==> src/rtl/rdesc_pkg.sv <==
package rdesc_pkg;

    typedef enum logic [1:0] {
        ST_IDLE,
        ST_HDR,
        ST_PAY,
        ST_COMMIT
    } rd_state_e;

    localparam int HW_EXT_BIT  = 31;
    localparam int HW_RTR_BIT  = 30;
    localparam int STD_ID_LSB  = 18;
    localparam int DLC_LSB     = 28;
    localparam int FDO_LSB     = 25;
    localparam int OVR_BIT     = 2;
    localparam int BOFF_BIT    = 1;
    localparam int EPAS_BIT    = 0;
    localparam int DESC_BYTES  = 16;
    localparam int DWORD_BYTES = 8;

    // byte count carried by an FD length code
    function automatic logic [6:0] fd_bytes(input logic [3:0] code);
        logic [6:0] n;
        case (code)
            4'd9:    n = 7'd12;
            4'd10:   n = 7'd16;
            4'd11:   n = 7'd20;
            4'd12:   n = 7'd24;
            4'd13:   n = 7'd32;
            4'd14:   n = 7'd48;
            4'd15:   n = 7'd64;
            default: n = {3'b000, code};
        endcase
        return n;
    endfunction

endpackage

==> src/rtl/rdesc_len_decode.sv <==
module rdesc_len_decode (
    input  logic       is_fd,
    input  logic [3:0] dlc,
    output logic [6:0] len_bytes,
    output logic [2:0] n_desc,
    output logic [3:0] n_dword
);
    import rdesc_pkg::*;

    logic [7:0] len_p7;

    always_comb begin
        if (is_fd) begin
            len_bytes = fd_bytes(dlc);
        end else if (dlc > 4'd8) begin
            len_bytes = 7'd8;
        end else begin
            len_bytes = {3'b000, dlc};
        end
        len_p7  = {1'b0, len_bytes} + 8'd7;
        n_dword = len_p7[6:3];
        n_desc  = 3'd1 + len_p7[6:4];
    end

endmodule

==> src/rtl/rdesc_free_space.sv <==
module rdesc_free_space #(
    parameter int PTR_W = 12
) (
    input  logic [PTR_W-1:0] wp,
    input  logic [PTR_W-1:0] rp,
    input  logic [PTR_W-1:0] size,
    output logic [PTR_W-5:0] free_desc
);
    logic [PTR_W-1:0] gap;

    always_comb begin
        if (wp == rp) begin
            gap = size;
        end else if (wp > rp) begin
            gap = size - wp + rp;
        end else begin
            gap = rp - wp;
        end
        // one descriptor always stays unused
        if (gap[PTR_W-1:4] == '0) begin
            free_desc = '0;
        end else begin
            free_desc = gap[PTR_W-1:4] - 1'b1;
        end
    end

endmodule

==> src/rtl/rdesc_ring_add.sv <==
module rdesc_ring_add #(
    parameter int PTR_W = 12
) (
    input  logic [PTR_W-1:0] base,
    input  logic [PTR_W-1:0] step,
    input  logic [PTR_W-1:0] size,
    output logic [PTR_W-1:0] result
);
    logic [PTR_W:0] sum;
    logic [PTR_W:0] fold;

    always_comb begin
        sum  = {1'b0, base} + {1'b0, step};
        fold = sum - {1'b0, size};
        if (sum >= {1'b0, size}) begin
            result = fold[PTR_W-1:0];
        end else begin
            result = sum[PTR_W-1:0];
        end
    end

endmodule

==> src/rtl/rdesc_ring_writer.sv <==
module rdesc_ring_writer #(
    parameter int PTR_W   = 12,
    parameter int MAX_DW  = 8,
    parameter int ID_W    = 29
) (
    input  logic                 clk,
    input  logic                 rst_n,
    input  logic                 cfg_enable,
    input  logic [PTR_W-1:0]     cfg_size,
    input  logic [PTR_W-1:0]     sw_rd_ptr,
    output logic [PTR_W-1:0]     wr_ptr,
    input  logic                 frm_valid,
    output logic                 frm_ready,
    input  logic                 frm_ext,
    input  logic                 frm_rtr,
    input  logic [ID_W-1:0]      frm_id,
    input  logic [3:0]           frm_dlc,
    input  logic [2:0]           frm_fdo,
    input  logic [MAX_DW*64-1:0] frm_data,
    input  logic                 st_busoff,
    input  logic                 st_passive,
    output logic                 mem_we,
    output logic [PTR_W-4:0]     mem_addr,
    output logic [63:0]          mem_wdata
);
    import rdesc_pkg::*;

    localparam int DATA_W = MAX_DW * 64;
    localparam int FREE_W = PTR_W - 4;
    localparam int CNT_W  = $clog2(MAX_DW + 1);

    typedef struct packed {
        rd_state_e          st;
        logic [PTR_W-1:0]   wp;
        logic [PTR_W-1:0]   end_wp;
        logic [PTR_W-1:0]   dwp;
        logic               ovr;
        logic [CNT_W-1:0]   cnt;
        logic [CNT_W-1:0]   ndw;
        logic [63:0]        hdr;
        logic [DATA_W-1:0]  data;
    } wr_regs_t;

    wr_regs_t r_q, r_d;

    logic [6:0]        len_bytes;
    logic [2:0]        n_desc;
    logic [3:0]        n_dword;
    logic [FREE_W-1:0] free_desc;
    logic [PTR_W-1:0]  step_base;
    logic [PTR_W-1:0]  dword_next;
    logic [PTR_W-1:0]  frame_bytes;
    logic [PTR_W-1:0]  frame_end;
    logic              fits;
    logic              accept;
    logic              refuse;
    logic [31:0]       hw0;
    logic [31:0]       hw1;

    rdesc_len_decode u_len (
        .is_fd     (frm_fdo[0]),
        .dlc       (frm_dlc),
        .len_bytes (len_bytes),
        .n_desc    (n_desc),
        .n_dword   (n_dword)
    );

    rdesc_free_space #(.PTR_W(PTR_W)) u_space (
        .wp        (r_q.wp),
        .rp        (sw_rd_ptr),
        .size      (cfg_size),
        .free_desc (free_desc)
    );

    assign step_base   = (r_q.st == ST_IDLE) ? r_q.wp : r_q.dwp;
    assign frame_bytes = {{(PTR_W-7){1'b0}}, n_desc, 4'b0000};

    rdesc_ring_add #(.PTR_W(PTR_W)) u_dword_step (
        .base   (step_base),
        .step   (PTR_W'(DWORD_BYTES)),
        .size   (cfg_size),
        .result (dword_next)
    );

    rdesc_ring_add #(.PTR_W(PTR_W)) u_frame_step (
        .base   (r_q.wp),
        .step   (frame_bytes),
        .size   (cfg_size),
        .result (frame_end)
    );

    // header assembly
    always_comb begin
        if (frm_ext) begin
            hw0 = {1'b1, frm_rtr, 1'b0, frm_id[28:0]};
        end else begin
            hw0 = {1'b0, frm_rtr, frm_id[11:0], 18'd0};
        end
        hw1 = {frm_dlc, frm_fdo, 22'd0, r_q.ovr, st_busoff, st_passive};
    end

    assign fits   = {{(FREE_W-3){1'b0}}, n_desc} <= free_desc;
    assign accept = (r_q.st == ST_IDLE) && frm_valid && cfg_enable && fits;
    assign refuse = (r_q.st == ST_IDLE) && frm_valid && cfg_enable && !fits;

    always_comb begin
        r_d = r_q;
        case (r_q.st)
            ST_IDLE: begin
                if (accept) begin
                    r_d.st     = ST_HDR;
                    r_d.hdr    = {hw1, hw0};
                    r_d.ovr    = 1'b0;
                    r_d.data   = frm_data;
                    r_d.ndw    = CNT_W'(n_dword);
                    r_d.cnt    = '0;
                    r_d.dwp    = dword_next;
                    r_d.end_wp = frame_end;
                end else if (refuse) begin
                    r_d.ovr = 1'b1;
                end
            end
            ST_HDR: begin
                r_d.st = (r_q.ndw == '0) ? ST_COMMIT : ST_PAY;
            end
            ST_PAY: begin
                r_d.cnt = r_q.cnt + 1'b1;
                r_d.dwp = dword_next;
                if (r_q.cnt == r_q.ndw - 1'b1) begin
                    r_d.st = ST_COMMIT;
                end
            end
            ST_COMMIT: begin
                r_d.wp = r_q.end_wp;
                r_d.st = ST_IDLE;
            end
            default: r_d.st = ST_IDLE;
        endcase
    end

    always_ff @(posedge clk) begin
        if (!rst_n) begin
            r_q     <= '0;
            r_q.st  <= ST_IDLE;
        end else begin
            r_q <= r_d;
        end
    end

    always_comb begin
        mem_we    = 1'b0;
        mem_addr  = r_q.wp[PTR_W-1:3];
        mem_wdata = r_q.hdr;
        if (r_q.st == ST_HDR) begin
            mem_we = 1'b1;
        end else if (r_q.st == ST_PAY) begin
            mem_we    = 1'b1;
            mem_addr  = r_q.dwp[PTR_W-1:3];
            mem_wdata = r_q.data[r_q.cnt*64 +: 64];
        end
    end

    assign wr_ptr    = r_q.wp;
    assign frm_ready = (r_q.st == ST_IDLE);


    commit_only_chk: assert property (@(posedge clk) disable iff (!rst_n)
        (r_q.st != ST_COMMIT) |=> $stable(wr_ptr));


    busy_ready_chk: assert property (@(posedge clk) disable iff (!rst_n)
        mem_we |-> !frm_ready);


    addr_in_ring_chk: assert property (@(posedge clk) disable iff (!rst_n)
        mem_we |-> ({mem_addr, 3'b000} < cfg_size));


    no_catch_up_chk: assert property (@(posedge clk) disable iff (!rst_n)
        (r_q.st == ST_COMMIT) |-> (r_q.end_wp != sw_rd_ptr));


    disabled_drop_chk: assert property (@(posedge clk) disable iff (!rst_n)
        (frm_ready && frm_valid && !cfg_enable) |=> (!mem_we && $stable(wr_ptr)));


    overrun_mark_chk: assert property (@(posedge clk) disable iff (!rst_n)
        refuse |=> (r_q.ovr && frm_ready && $stable(wr_ptr)));

endmodule

==> config.mk <==
export PLATFORM = sky130hd
export DESIGN_NAME = rdesc_ring_writer
export DESIGN_NICKNAME = d
export VERILOG_FILES = /design/src/rtl/rdesc_pkg.sv /design/src/rtl/rdesc_len_decode.sv /design/src/rtl/rdesc_free_space.sv /design/src/rtl/rdesc_ring_add.sv /design/src/rtl/rdesc_ring_writer.sv
export SDC_FILE = /design/constraint.sdc
export NUM_CORES = 1
export LEC_CHECK = 0
export ABC_AREA = 1
export BUFFER_PORTS_ARGS = -buffer_cell sky130_fd_sc_hd__buf_2
export CELL_PAD_IN_SITES_DETAIL_PLACEMENT = 1
export CELL_PAD_IN_SITES_GLOBAL_PLACEMENT = 2
export CORE_MARGIN = 2
export CORE_UTILIZATION = 30
export DETAILED_ROUTE_END_ITERATION = 8
export PLACE_DENSITY_LB_ADDON = 0.25
export SLEW_MARGIN = 20
export SYNTH_ARGS = -nofsm -noshare
export SYNTH_HDL_FRONTEND = slang
export SYNTH_HIERARCHICAL = 1
export SYNTH_SLANG_ARGS = --single-unit
==> constraint.sdc <==
create_clock -name clk -period 5.25 [get_ports clk]
set_input_delay 1.05 -clock clk [delete_from_list [all_inputs] [get_ports clk]]
set_output_delay 1.05 -clock clk [all_outputs]
set_load 0.02 [all_outputs]
==> impl_metrics.json <==
{
  "ant_nets": 0,
  "root_buffer": "clkbuf_16",
  "syn_area_per_cell_sq_um": 6.69,
  "core_area_sq_um": 103000,
  "first_pass_iters": 7,
  "cp_max_fo": 22,
  "powerDensity_nw_per_um2": 472,
  "cp-end-kind": "register",
  "wl_per_cell_um": 21.3,
  "holdWs_ns": 0.457,
  "grt_pass1_vias": 33200,
  "drc": 0,
  "drv_slew": 0,
  "grt_antenna_before_repair": 61,
  "drive_gt1_share_pct": 19.6,
  "wl_mm": 144,
  "area_growth_pct": 26.2,
  "setup_slack_ns": 0.569,
  "final_cell_area_sq_um": 39400,
  "start_kind": "register",
  "place_congestion": 0.884,
  "vias": 33200,
  "boundaryPins": 667,
  "synthCells": 4666,
  "die_area_sq_um": 107000,
  "tightest_slew_ns": 1.06,
  "fmax_mhz": 214,
  "cts-buffers-inserted": 75,
  "fillCellCount": 13400,
  "grt_overflow": 0,
  "yosysWarnings": 6,
  "final-setup-viol-count": 0,
  "start_util_pct": 30.2,
  "cts_setup_buffers": 0,
  "tritoncts": "yes",
  "path_clk_slew_ns": 0.06,
  "power.leakage_nw": 17.8,
  "rows": 118,
  "clkLatencyLatePin_ns": 0.66,
  "dpl.hpwl_mm": 108,
  "hold_buffers": 0,
  "track_usage_pct": 26.0,
  "die_width_um": 327,
  "final-hold-violation-count": 0,
  "slew_headroom_pct": 29.3,
  "rsz0062_at_grt": "no",
  "grt_pass1_wl_mm": 210,
  "pre_cts_slack_ns": -0.0448,
  "cp.arrival_ns": 5.17,
  "vdd_ir_drop_max_v": 0.000200,
  "htreeDepth": 3,
  "cts_buffer_depth": 3,
  "drt-initial-drc-count": 1951,
  "maxCapViolCount": 0,
  "fin_tns_setup_ns": 0,
  "cts.sinks": 601,
  "holdCritPathClass": "register to register",
  "period_needed_ns": 4.68,
  "nets": 5969,
  "outcome": "completed",
  "fin_crit_sh_pct": 89.2,
  "path_class": "register to register",
  "io_buffers": 666,
  "cts_resized": 0,
  "cp.required_ns": 5.74,
  "grt_max_degree": 132,
  "die_h_um": 327,
  "syn-cell-area_sq_um": 31200,
  "place_area_sq_um": 36800,
  "fin_worst_skew_ns": 0.0328,
  "routed_via_density": 4.92
}
[layer usage]
metal | GRT usage [%] | vias up | wire [um]
met1 | 32.2 | 15700 | 61200
li1 | - | 16400 | -
met2 | 44.6 | 782 | 69900
met3 | 4.99 | 239 | 7440
met5 | 0 | - | 276
met4 | 9.21 | 44 | 4750
[through the flow]
step	cells	utilization (%)	power, W
2_1_floorplan	4687	-	0.0107
6_report	6753	38.1	0.0186
4_1_cts	6725	38.1	0.0188
3_5_place_dp	6594	35.6	0.0135
3_3_place_gp	6594	35.6	0.0134
5_1_grt	6741	38.1	0.0199
[worst paths after layout]
| kind | startpoint | to | slack, ns | cells past startpoint |
|---|---|---|---|---|
| min | hw1[2] | r_q[546] | 0.46 | 2 |
| max reg2reg | r_q[621] | r_q[590] | 0.57 | 23 |
| max | r_q[621] | r_q[590] | 0.57 | 23 |
| min reg2reg | hw1[2] | r_q[546] | 0.46 | 2 |
[placed cells by master, fill, tap and decap left out, types with 26 or more instances in the layout]
cell type and count:
nand2_1 452, o21ai_1 36, buf_2 665, inv_1 257
diode_2 28, o211ai_1 38, buf_12 54, a21oi_1 63
o22ai_1 78, buf_4 134, clkbuf_8 26, o21ai_0 873
nor2_1 1508, clkbuf_16 76, ha_1 84, o221ai_1 46
dfxtp_1 598, nand3_1 118
[state kept, by name (all words and copies together) (netlist names)]
signal  flops
r_q       588
wr_ptr     12
hw1         1
[where the power goes]
group	switching, W	total, W	internal [W]
logic	0.00475	0.00738	0.00263
registers	0.000514	0.00597	0.00546
clock network	0.00217	0.00526	0.00309
[worst max-delay path, cell delays in order, from the launching register on]
cell and delay (ns):
dfxtp_1 0.33, inv_1 0.16, ha_1 0.89, o21ai_0 0.42, ha_1 0.47, nand2_1 0.14
inv_1 0.05, nand2_1 0.06, nand2_1 0.06, a21oi_1 0.15, xnor2_1 0.17, ha_1 0.33
nand2_1 0.15, inv_1 0.05, a21oi_1 0.17, nand3_2 0.14, nand2_2 0.10, nand2_2 0.06
nand2_4 0.14, nand2_4 0.13, nand2_1 0.09, nand2_1 0.07, nand2_1 0.09, a21oi_1 0.06
[area by class of cell]
| cell class | instances | area (sq um) | share of cell area [%] |
|---|---|---|---|
| Tap cell | 1380 | 1730 | 4.38 |
| Sequential cell | 601 | 12000 | 30.6 |
| Multi-Input combinational cell | 3485 | 16600 | 42.1 |
| Inverter | 274 | 1060 | 2.68 |
| Clock buffer | 115 | 2310 | 5.86 |
| Antenna cell | 28 | 70.1 | 0.178 |
| Clock inverter | 16 | 195 | 0.495 |
| Timing Repair Buffer | 854 | 5430 | 13.8 |
No activity file was read; power rests on OpenSTA's default activity.
